`config.mk`:
```
export PLATFORM = sky130hd
export DESIGN_NAME = tmr_counter_bank
export DESIGN_NICKNAME = d
export VERILOG_FILES = /design/src/rtl/cnt_pkg.sv /design/src/rtl/cnt_maj3.sv /design/src/rtl/cnt_channel.sv /design/src/rtl/tmr_counter_bank.sv
export SDC_FILE = /design/constraint.sdc
export NUM_CORES = 2
export LEC_CHECK = 0
export ABC_AREA = 0
export BUFFER_PORTS_ARGS = -buffer_cell sky130_fd_sc_hd__clkbuf_2
export CORE_ASPECT_RATIO = 1.25
export CORE_MARGIN = 2
export CORE_UTILIZATION = 52
export DETAILED_ROUTE_END_ITERATION = 10
export HOLD_SLACK_MARGIN = 0.12
export PLACE_DENSITY = 0.65
export REMOVE_ABC_BUFFERS = 1
export SYNTH_ARGS = -nofsm -noshare
export SYNTH_HDL_FRONTEND = slang
export SYNTH_HIERARCHICAL = 1
export SYNTH_SLANG_ARGS = --single-unit
```
`constraint.sdc`:
```
create_clock -name clk_i -period 9 [get_ports clk_i]
set_input_delay 0.45 -clock clk_i [delete_from_list [all_inputs] [get_ports clk_i]]
set_output_delay 0.45 -clock clk_i [all_outputs]
set_load 0.005 [all_outputs]
```
`src/rtl/cnt_pkg.sv`:
```
package cnt_pkg;
  parameter int unsigned CNT_W = 32;
  parameter int unsigned EV_W  = 256;
  localparam int unsigned SEL_W = $clog2(EV_W);

  typedef struct packed {
    logic             ie;
    logic [SEL_W-1:0] sel;
    logic             mode;   // 0 timer, 1 event
    logic             en;
  } ctrl_t;

  localparam int unsigned CTRL_W = $bits(ctrl_t);

  typedef struct packed {
    ctrl_t            ctrl;
    logic [CNT_W-1:0] cnt;
    logic [CNT_W-1:0] cmp;
    logic             flag;
  } chan_st_t;

  localparam int unsigned ST_W = $bits(chan_st_t);
endpackage

```
`src/rtl/cnt_maj3.sv`:
```
module cnt_maj3 #(
  parameter int unsigned W = 8
) (
  input  logic [W-1:0] a_i,
  input  logic [W-1:0] b_i,
  input  logic [W-1:0] c_i,
  output logic [W-1:0] y_o
);
  assign y_o = (a_i & b_i) | (a_i & c_i) | (b_i & c_i);
endmodule

```
`src/rtl/cnt_channel.sv`:
```
module cnt_channel
  import cnt_pkg::*;
(
  input  logic            clk_i,
  input  logic            rst_ni,
  input  chan_st_t        src_i,     // own state, or voted state in tmr mode
  input  logic            ctrl_we_i,
  input  logic            cnt_we_i,
  input  logic            cmp_we_i,
  input  logic            flag_we_i,
  input  logic [CNT_W-1:0] wdata_i,
  input  logic [EV_W-1:0]  events_i,
  output chan_st_t        st_o
);
  chan_st_t st_d;
  logic ev_bit, hit, clr;

  assign ev_bit = events_i[src_i.ctrl.sel];
  assign hit    = src_i.ctrl.en && (src_i.cnt == src_i.cmp);
  assign clr    = flag_we_i && wdata_i[0];

  always_comb begin
    st_d = src_i;
    if (ctrl_we_i) st_d.ctrl = ctrl_t'(wdata_i[CTRL_W-1:0]);
    if (cmp_we_i)  st_d.cmp  = wdata_i;
    if (cnt_we_i)
      st_d.cnt = wdata_i;
    else if (src_i.ctrl.en && (!src_i.ctrl.mode || ev_bit))
      st_d.cnt = src_i.cnt + CNT_W'(1);
    st_d.flag = hit | (src_i.flag & ~clr);
  end

  always_ff @(posedge clk_i or negedge rst_ni) begin
    if (!rst_ni) st_o <= '0;
    else         st_o <= st_d;
  end

  AST_EVT_GATE: assert property (@(posedge clk_i) disable iff (!rst_ni)
    src_i.ctrl.en && src_i.ctrl.mode && !ev_bit && !cnt_we_i |=> st_o.cnt == $past(src_i.cnt));
  AST_FLAG_STICKY: assert property (@(posedge clk_i) disable iff (!rst_ni)
    src_i.flag && !clr |=> st_o.flag);
endmodule

```
`src/rtl/tmr_counter_bank.sv`:
```
module tmr_counter_bank
  import cnt_pkg::*;
#(
  parameter int unsigned N_GRP = 3
) (
  input  logic                           clk_i,
  input  logic                           rst_ni,
  input  logic                           tmr_en_i,
  input  logic                           wr_en_i,
  input  logic [$clog2(3*N_GRP-1)+1:0]   addr_i,
  input  logic [CNT_W-1:0]               wdata_i,
  output logic [CNT_W-1:0]               rdata_o,
  input  logic [EV_W-1:0]                events_i,
  output logic [3*N_GRP-2:0]             irq_o
);
  localparam int unsigned N_PHYS = 3 * N_GRP;
  localparam int unsigned N_VIS  = N_PHYS - 1;
  localparam int unsigned CH_AW  = $clog2(N_VIS);
  localparam int unsigned PH_IW  = $clog2(N_PHYS);
  localparam int unsigned GRP_IW = $clog2(N_GRP);

  chan_st_t st_q  [N_PHYS];
  chan_st_t voted [N_GRP];
  logic [ST_W-1:0] vote_raw [N_GRP];

  logic [CH_AW-1:0] chan;
  logic [1:0]       rsel;
  assign chan = addr_i[CH_AW+1:2];
  assign rsel = addr_i[1:0];

  for (genvar g = 0; g < N_GRP; g++) begin : g_vote
    cnt_maj3 #(.W(ST_W)) u_maj (
      .a_i(st_q[3*g]), .b_i(st_q[3*g+1]), .c_i(st_q[3*g+2]), .y_o(vote_raw[g])
    );
    assign voted[g] = chan_st_t'(vote_raw[g]);

    AST_GROUP_AGREE: assert property (@(posedge clk_i) disable iff (!rst_ni)
      tmr_en_i |=> (st_q[3*g] == st_q[3*g+1]) && (st_q[3*g+1] == st_q[3*g+2]));
  end

  for (genvar p = 0; p < N_PHYS; p++) begin : g_ch
    logic     sel_p;
    chan_st_t src_p;

    if (p < N_VIS) begin : g_vis
      assign sel_p = wr_en_i && (tmr_en_i ? (chan == CH_AW'(p / 3)) : (chan == CH_AW'(p)));
    end else begin : g_hid
      assign sel_p = wr_en_i && tmr_en_i && (chan == CH_AW'(p / 3));
    end

    assign src_p = tmr_en_i ? voted[p / 3] : st_q[p];

    cnt_channel u_ch (
      .clk_i    (clk_i),
      .rst_ni   (rst_ni),
      .src_i    (src_p),
      .ctrl_we_i(sel_p && rsel == 2'd0),
      .cnt_we_i (sel_p && rsel == 2'd1),
      .cmp_we_i (sel_p && rsel == 2'd2),
      .flag_we_i(sel_p && rsel == 2'd3),
      .wdata_i  (wdata_i),
      .events_i (events_i),
      .st_o     (st_q[p])
    );

    if (p < N_VIS) begin : g_chk
      AST_TIMER_STEP: assert property (@(posedge clk_i) disable iff (!rst_ni)
        !tmr_en_i && st_q[p].ctrl.en && !st_q[p].ctrl.mode && !(sel_p && rsel == 2'd1)
        |=> st_q[p].cnt == $past(st_q[p].cnt) + CNT_W'(1));
    end
  end

  // read path
  chan_st_t rd_st;
  always_comb begin
    rd_st = '0;
    if (!tmr_en_i)
      rd_st = st_q[PH_IW'(chan)];
    else if (chan < CH_AW'(N_GRP))
      rd_st = voted[chan[GRP_IW-1:0]];
  end

  always_comb begin
    unique case (rsel)
      2'd0:    rdata_o = CNT_W'(rd_st.ctrl);
      2'd1:    rdata_o = rd_st.cnt;
      2'd2:    rdata_o = rd_st.cmp;
      default: rdata_o = CNT_W'(rd_st.flag);
    endcase
  end

  // interrupts
  for (genvar c = 0; c < N_VIS; c++) begin : g_irq
    if (c < N_GRP) begin : g_grp
      assign irq_o[c] = tmr_en_i ? (voted[c].flag & voted[c].ctrl.ie)
                                 : (st_q[c].flag & st_q[c].ctrl.ie);
    end else begin : g_solo
      assign irq_o[c] = !tmr_en_i && st_q[c].flag && st_q[c].ctrl.ie;
    end
  end

  AST_HIDDEN_IRQ: assert property (@(posedge clk_i) disable iff (!rst_ni)
    tmr_en_i |-> irq_o[N_VIS-1:N_GRP] == '0);
endmodule

```
* Word-level counts from Yosys, hierarchy flattened
Index checks and enable logic that the tools add are counted.
** Operators by class
- Add/subtract/negate cells :: 9
- $lt $le $gt $ge :: 12
- Equality and inequality tests :: 19
- Muxes and demuxes :: 82
- Bitwise logic cells :: 50
- Reduce and logical (&&, ||, !) cells :: 113
** Operators with widths (number)
- 76-bit 2-to-1 mux :: 15
- 32-bit 2-to-1 mux :: 27
- 76-bit bitwise AND :: 9
- 76-bit OR :: 6
- 76-bit binary-select mux with 4-bit select :: 1
- 32-bit by 1-bit adder with 32-bit output, second input constant :: 9
- 32-bit == test :: 9
- 76-bit binary-select mux with 2-bit select :: 1
- 11-bit 2-to-1 mux :: 9
- 32-bit one-hot mux with 3 select lines :: 1
- 1-bit logical AND :: 83
- 8-bit by 9-bit < comparator with 1-bit output, second input constant :: 9
- 1-bit binary-select mux with 8-bit select :: 9
- 1-bit 2-to-1 mux :: 19
- 2-bit nonzero test :: 9
- 1-bit bitwise AND :: 15
- 3-bit == test, second input constant :: 4
- 1-bit zero test :: 10
- 1-bit logical OR :: 9
- 1-bit NOT :: 9
- 1-bit OR :: 9
- 3-bit by 2-bit == test with 1-bit output, second input constant :: 2
- 5-bit >= comparator, second input constant :: 1
- 3-bit NOT with 5-bit output :: 1
- 8 further kinds :: 9
** Word-level totals
- Flip-flop bits (word level) :: 684
- Input port bits :: 297
- Output and inout bits :: 40
- Logic and storage cells :: 348

* Logic depth before layout (Yosys ltp)
- Word-level depth :: 10
- Mapped depth :: 20
- Mapped depth without buffers :: 11

* Modules after synthesis
The synthesis kept the hierarchy.
** By module, submodules not included
- cnt_channel :: instances 9, cells each 686, area an instance 6755.2 um^2, sequential area each 1901.8 um^2
- tmr_counter_bank :: instances 1, cells each 2436, area an instance 14661.6 um^2, sequential area each 0.0 um^2
- cnt_maj3 :: instances 3, cells each 76, area an instance 855.8 um^2, sequential area each 0.0 um^2

* Worst setup path before layout
OpenSTA, ideal clock, no wires.
- Kind :: input-to-reg
- From :: input port tmr_en_i
- To :: register g_ch[0].u_ch/st_o[50] (netlist bit)
- Setup time :: 101 ps
- Arrival :: 3891 ps
- Data required time :: 8899 ps
- Slack :: 5007 ps
- Stages on the path :: 17
- Path buffers :: 7
- Cells stage by stage :: buf_2 -> buf_2 -> buf_2 -> buf_2 -> buf_1 -> nand2_1 -> o21ai_0 -> buf_6 -> mux4_2 -> mux2_2 -> or3_1 -> a41oi_1 -> o41a_4 -> nor4_4 -> or2_1 -> buf_6 -> o311ai_2
** RTL lines
- start: declaration :: line tmr_counter_bank.sv:8 : input logic tmr_en_i,
- end signal: assignment :: line cnt_channel.sv:35 : else st_o <= st_d;
- end: declaration :: line cnt_channel.sv:13 : output chan_st_t st_o

==> summary.txt <==
Status = finished with violations
Failing checks = design-rule violations, max-capacitance violations, max-slew violations
Async set-reset flop share out of synthesis = 100.0%
Hold Path End = g_ch[2].u_ch/st_o[70]$_DFF_PN0_
Reg2Reg Launch Point = g_ch[2].u_ch/st_o[68]$_DFF_PN0_
Initial DRC Count = 14070
Worst VDD drop = 0.1391 mV
First-pass GRT wire length = 619000 um
Post-place instance area = 0.08157 mm^2
Synth warn = 6
Setup tns final = 0 ps
Largest net degree at the start of global routing = 177
Max reg flops = 684
I/O pin count = 337
Clock root buffer = clkbuf_16
Seq cells post-synth = 684
Port buffer count = 336
Crit. End Element = flip-flop
Max-slew violation count = 2
Share of cells above drive strength 1 = 24.07%
PostCTS Resize Cnt = 0
Crit path time final = 5818 ps
CTS H-tree depth = 3
Top-area cell type share of the netlist area = 21.94%
Largest Register = g_ch.u_ch/st_o
DP Worst Slack = 2943 ps
Fillers = 13580
Max-slew headroom = -0.8127%
Max cap viols = 3
Reg2Reg Capture Point = g_ch[0].u_ch/st_o[52]$_DFF_PN0_
Post-Route WL = 440900 um
Crit path DAT = 6450 ps
Crit path required time = 9630 ps
CTS Hold Bufs = 1
Pwr dens = 108.4 mW/mm^2
Worst hold path type = in2reg
Initial Utilization = 52.49%
Placer Congestion = 1.133
Nets@finish = 9207
Skew final = 44.89 ps
Clk_lat worst skew = 780 ps
Fraction of the yosys area taken by sequential cells = 21.94%
Die Y = 437.1 um
Total congestion overflow = 0
Top flop regs = g_ch.u_ch/st_o: 684 flops
Main synth FF type = dfrtp_1
Worst-Margin Slew = 1496 ps
Pre-Repair DR Iteration Count = 11
Via count = 83740
CTS Buf Count = 83
Post-synth EDFFs = 0
Worst r2r path cells = 12
Cell area after layout = 0.08461 mm^2
Fin. Hold Viols = 0
Max Freq = 0.1719 GHz
Mapped Area = 0.07803 mm^2
Most common cell in the netlist = o21ai_0
Die width = 350.5 um
Unrepaired setup endpoints after global routing = no
Worst Hold Depth = 4
Via density = 7.618
Final WS setup = 3182 ps
Row count = 158
Dominant cell type by area after synthesis = dfrtp_1
CP Launch Type = input port
Die area = 0.1532 mm^2
Hold wc startpoint = wdata_i[5]
Clock Tree Buf Depth = 3
Reg2Reg Setup Slack = 3300 ps
Syn avg cell area = 8.828 um^2
CTS tree = yes
Pwr Total = 0.009174 W
Layout area overhead = 8.438%
Dominant cells by area after synthesis = dfrtp_1, mux4_2, mux2i_1
Setup violations, final = 0
ANT nets after route = 0
WS Path Type = in2reg
Post-synth top cells = o21ai_0, inv_1, dfrtp_1
Initial antenna violation count = 26
Routed length per placed instance = 40.11 um
DRC = 1
Syn Inst Count = 8838
Netlist cell types = 73
Clock transition at path regs = 60 ps
Setup Fix Bufs, Post-CTS = 0
Vias in the first global route = 78880
Clk sinks = 684
Total GRT Usage = 57.18%
Core area = 0.1487 mm^2
Largest fanout on the critical path = 101
Fin crit share = 64.64%
Post-DP HPWL = 324600 um
P_leak = 32.66 nW
stage by stage:
step	hold slack (ps)	std cells	utilization, %
floorplan	154.4	8155	-
global placement	610.8	10810	54.87
detailed placement	610.7	10810	54.87
CTS	326.9	10960	56.80
global route	346.4	10980	56.89
finish	355.1	10990	56.91
worst max path at each step:
stage / slack [ps] / endpoint / start / cells past startpoint
2_1_floorplan: 380 / g_ch[8].u_ch/st_o[48]$_DFF_PN0_ / tmr_en_i / 9
3_3_place_gp: 3040 / g_ch[3].u_ch/st_o[47]$_DFF_PN0_ / tmr_en_i / 13
3_5_place_dp: 2940 / g_ch[3].u_ch/st_o[62]$_DFF_PN0_ / tmr_en_i / 13
4_1_cts: 3690 / g_ch[3].u_ch/st_o[58]$_DFF_PN0_ / tmr_en_i / 13
5_1_grt: 3110 / g_ch[3].u_ch/st_o[57]$_DFF_PN0_ / tmr_en_i / 13
6_report: 3180 / g_ch[6].u_ch/st_o[50]$_DFF_PN0_ / tmr_en_i / 13
cell families after synthesis:
kind of cell               synth area share [%]
AOI/OAI and AO/OA                         17.81
buffers and inverters                     8.876
xor gates and xnor gates                  3.255
muxes                                     27.64
adders and majority gates                 3.435
DFF                                       21.94
and+or+nand+nor                           17.05
layer usage:
layer	GRT usage (%)	wire [um]	part of all wire, %
met4	62.52	65680	15
met2	82.13	182900	41
met3	23.30	57860	13
met5	1.371	203	0.046
met1	60.28	134300	30
power breakdown:
part | switching, W | internal, W | leakage (nW)
Combinational | 0.00149 | 0.000710 | 22.9
Sequential | 0.000113 | 0.00315 | 8.35
Clock | 0.00159 | 0.00212 | 1.41
Total | 0.00319 | 0.00599 | 32.7
final cells by class:
cell class | count | area [um^2] | area share (%)
clock buffers | 115 | 2400 | 2.836
multi-input cells | 6633 | 54580 | 64.51
repair buffers | 661 | 4353 | 5.145
well taps | 2000 | 2502 | 2.958
flip-flops and latches | 684 | 17120 | 20.23
inverters | 838 | 3146 | 3.718
clock inverters | 36 | 451.7 | 0.5338
diodes | 25 | 62.56 | 0.07394
worst max-delay path: stages:
cell and delay [ps]:
buf_8 520, buf_12 510, nand2_1 340, o21ai_4 120
buf_4 620, clkinv_1 850, a2111oi_0 540, a31oi_1 90
o211ai_1 140, a41o_1 820, a211oi_2 430, or2_1 500
o311ai_2 280
placed cells by master, fill, tap and decap left out, drive strengths merged, types with 45 or more instances in the layout:
cell type,n
o21ai,1019
and3,54
buf,328
nand3,573
maj3,228
mux4,520
o311ai,72
nand2,670
nor2,291
inv,824
dfrtp,684
or2,47
a2bb2oi,61
nand4,108
xor2,136
o22ai,49
nor3b,81
a2111oi,48
mux2i,567
a211oi,57
clkbuf,447
nor2b,212
nand2b,56
nor4,64
or3,45
nor3,275
xnor2,154
a21oi,136
a22oi,298
mux2,371
Power figures use the tool's default switching activity.
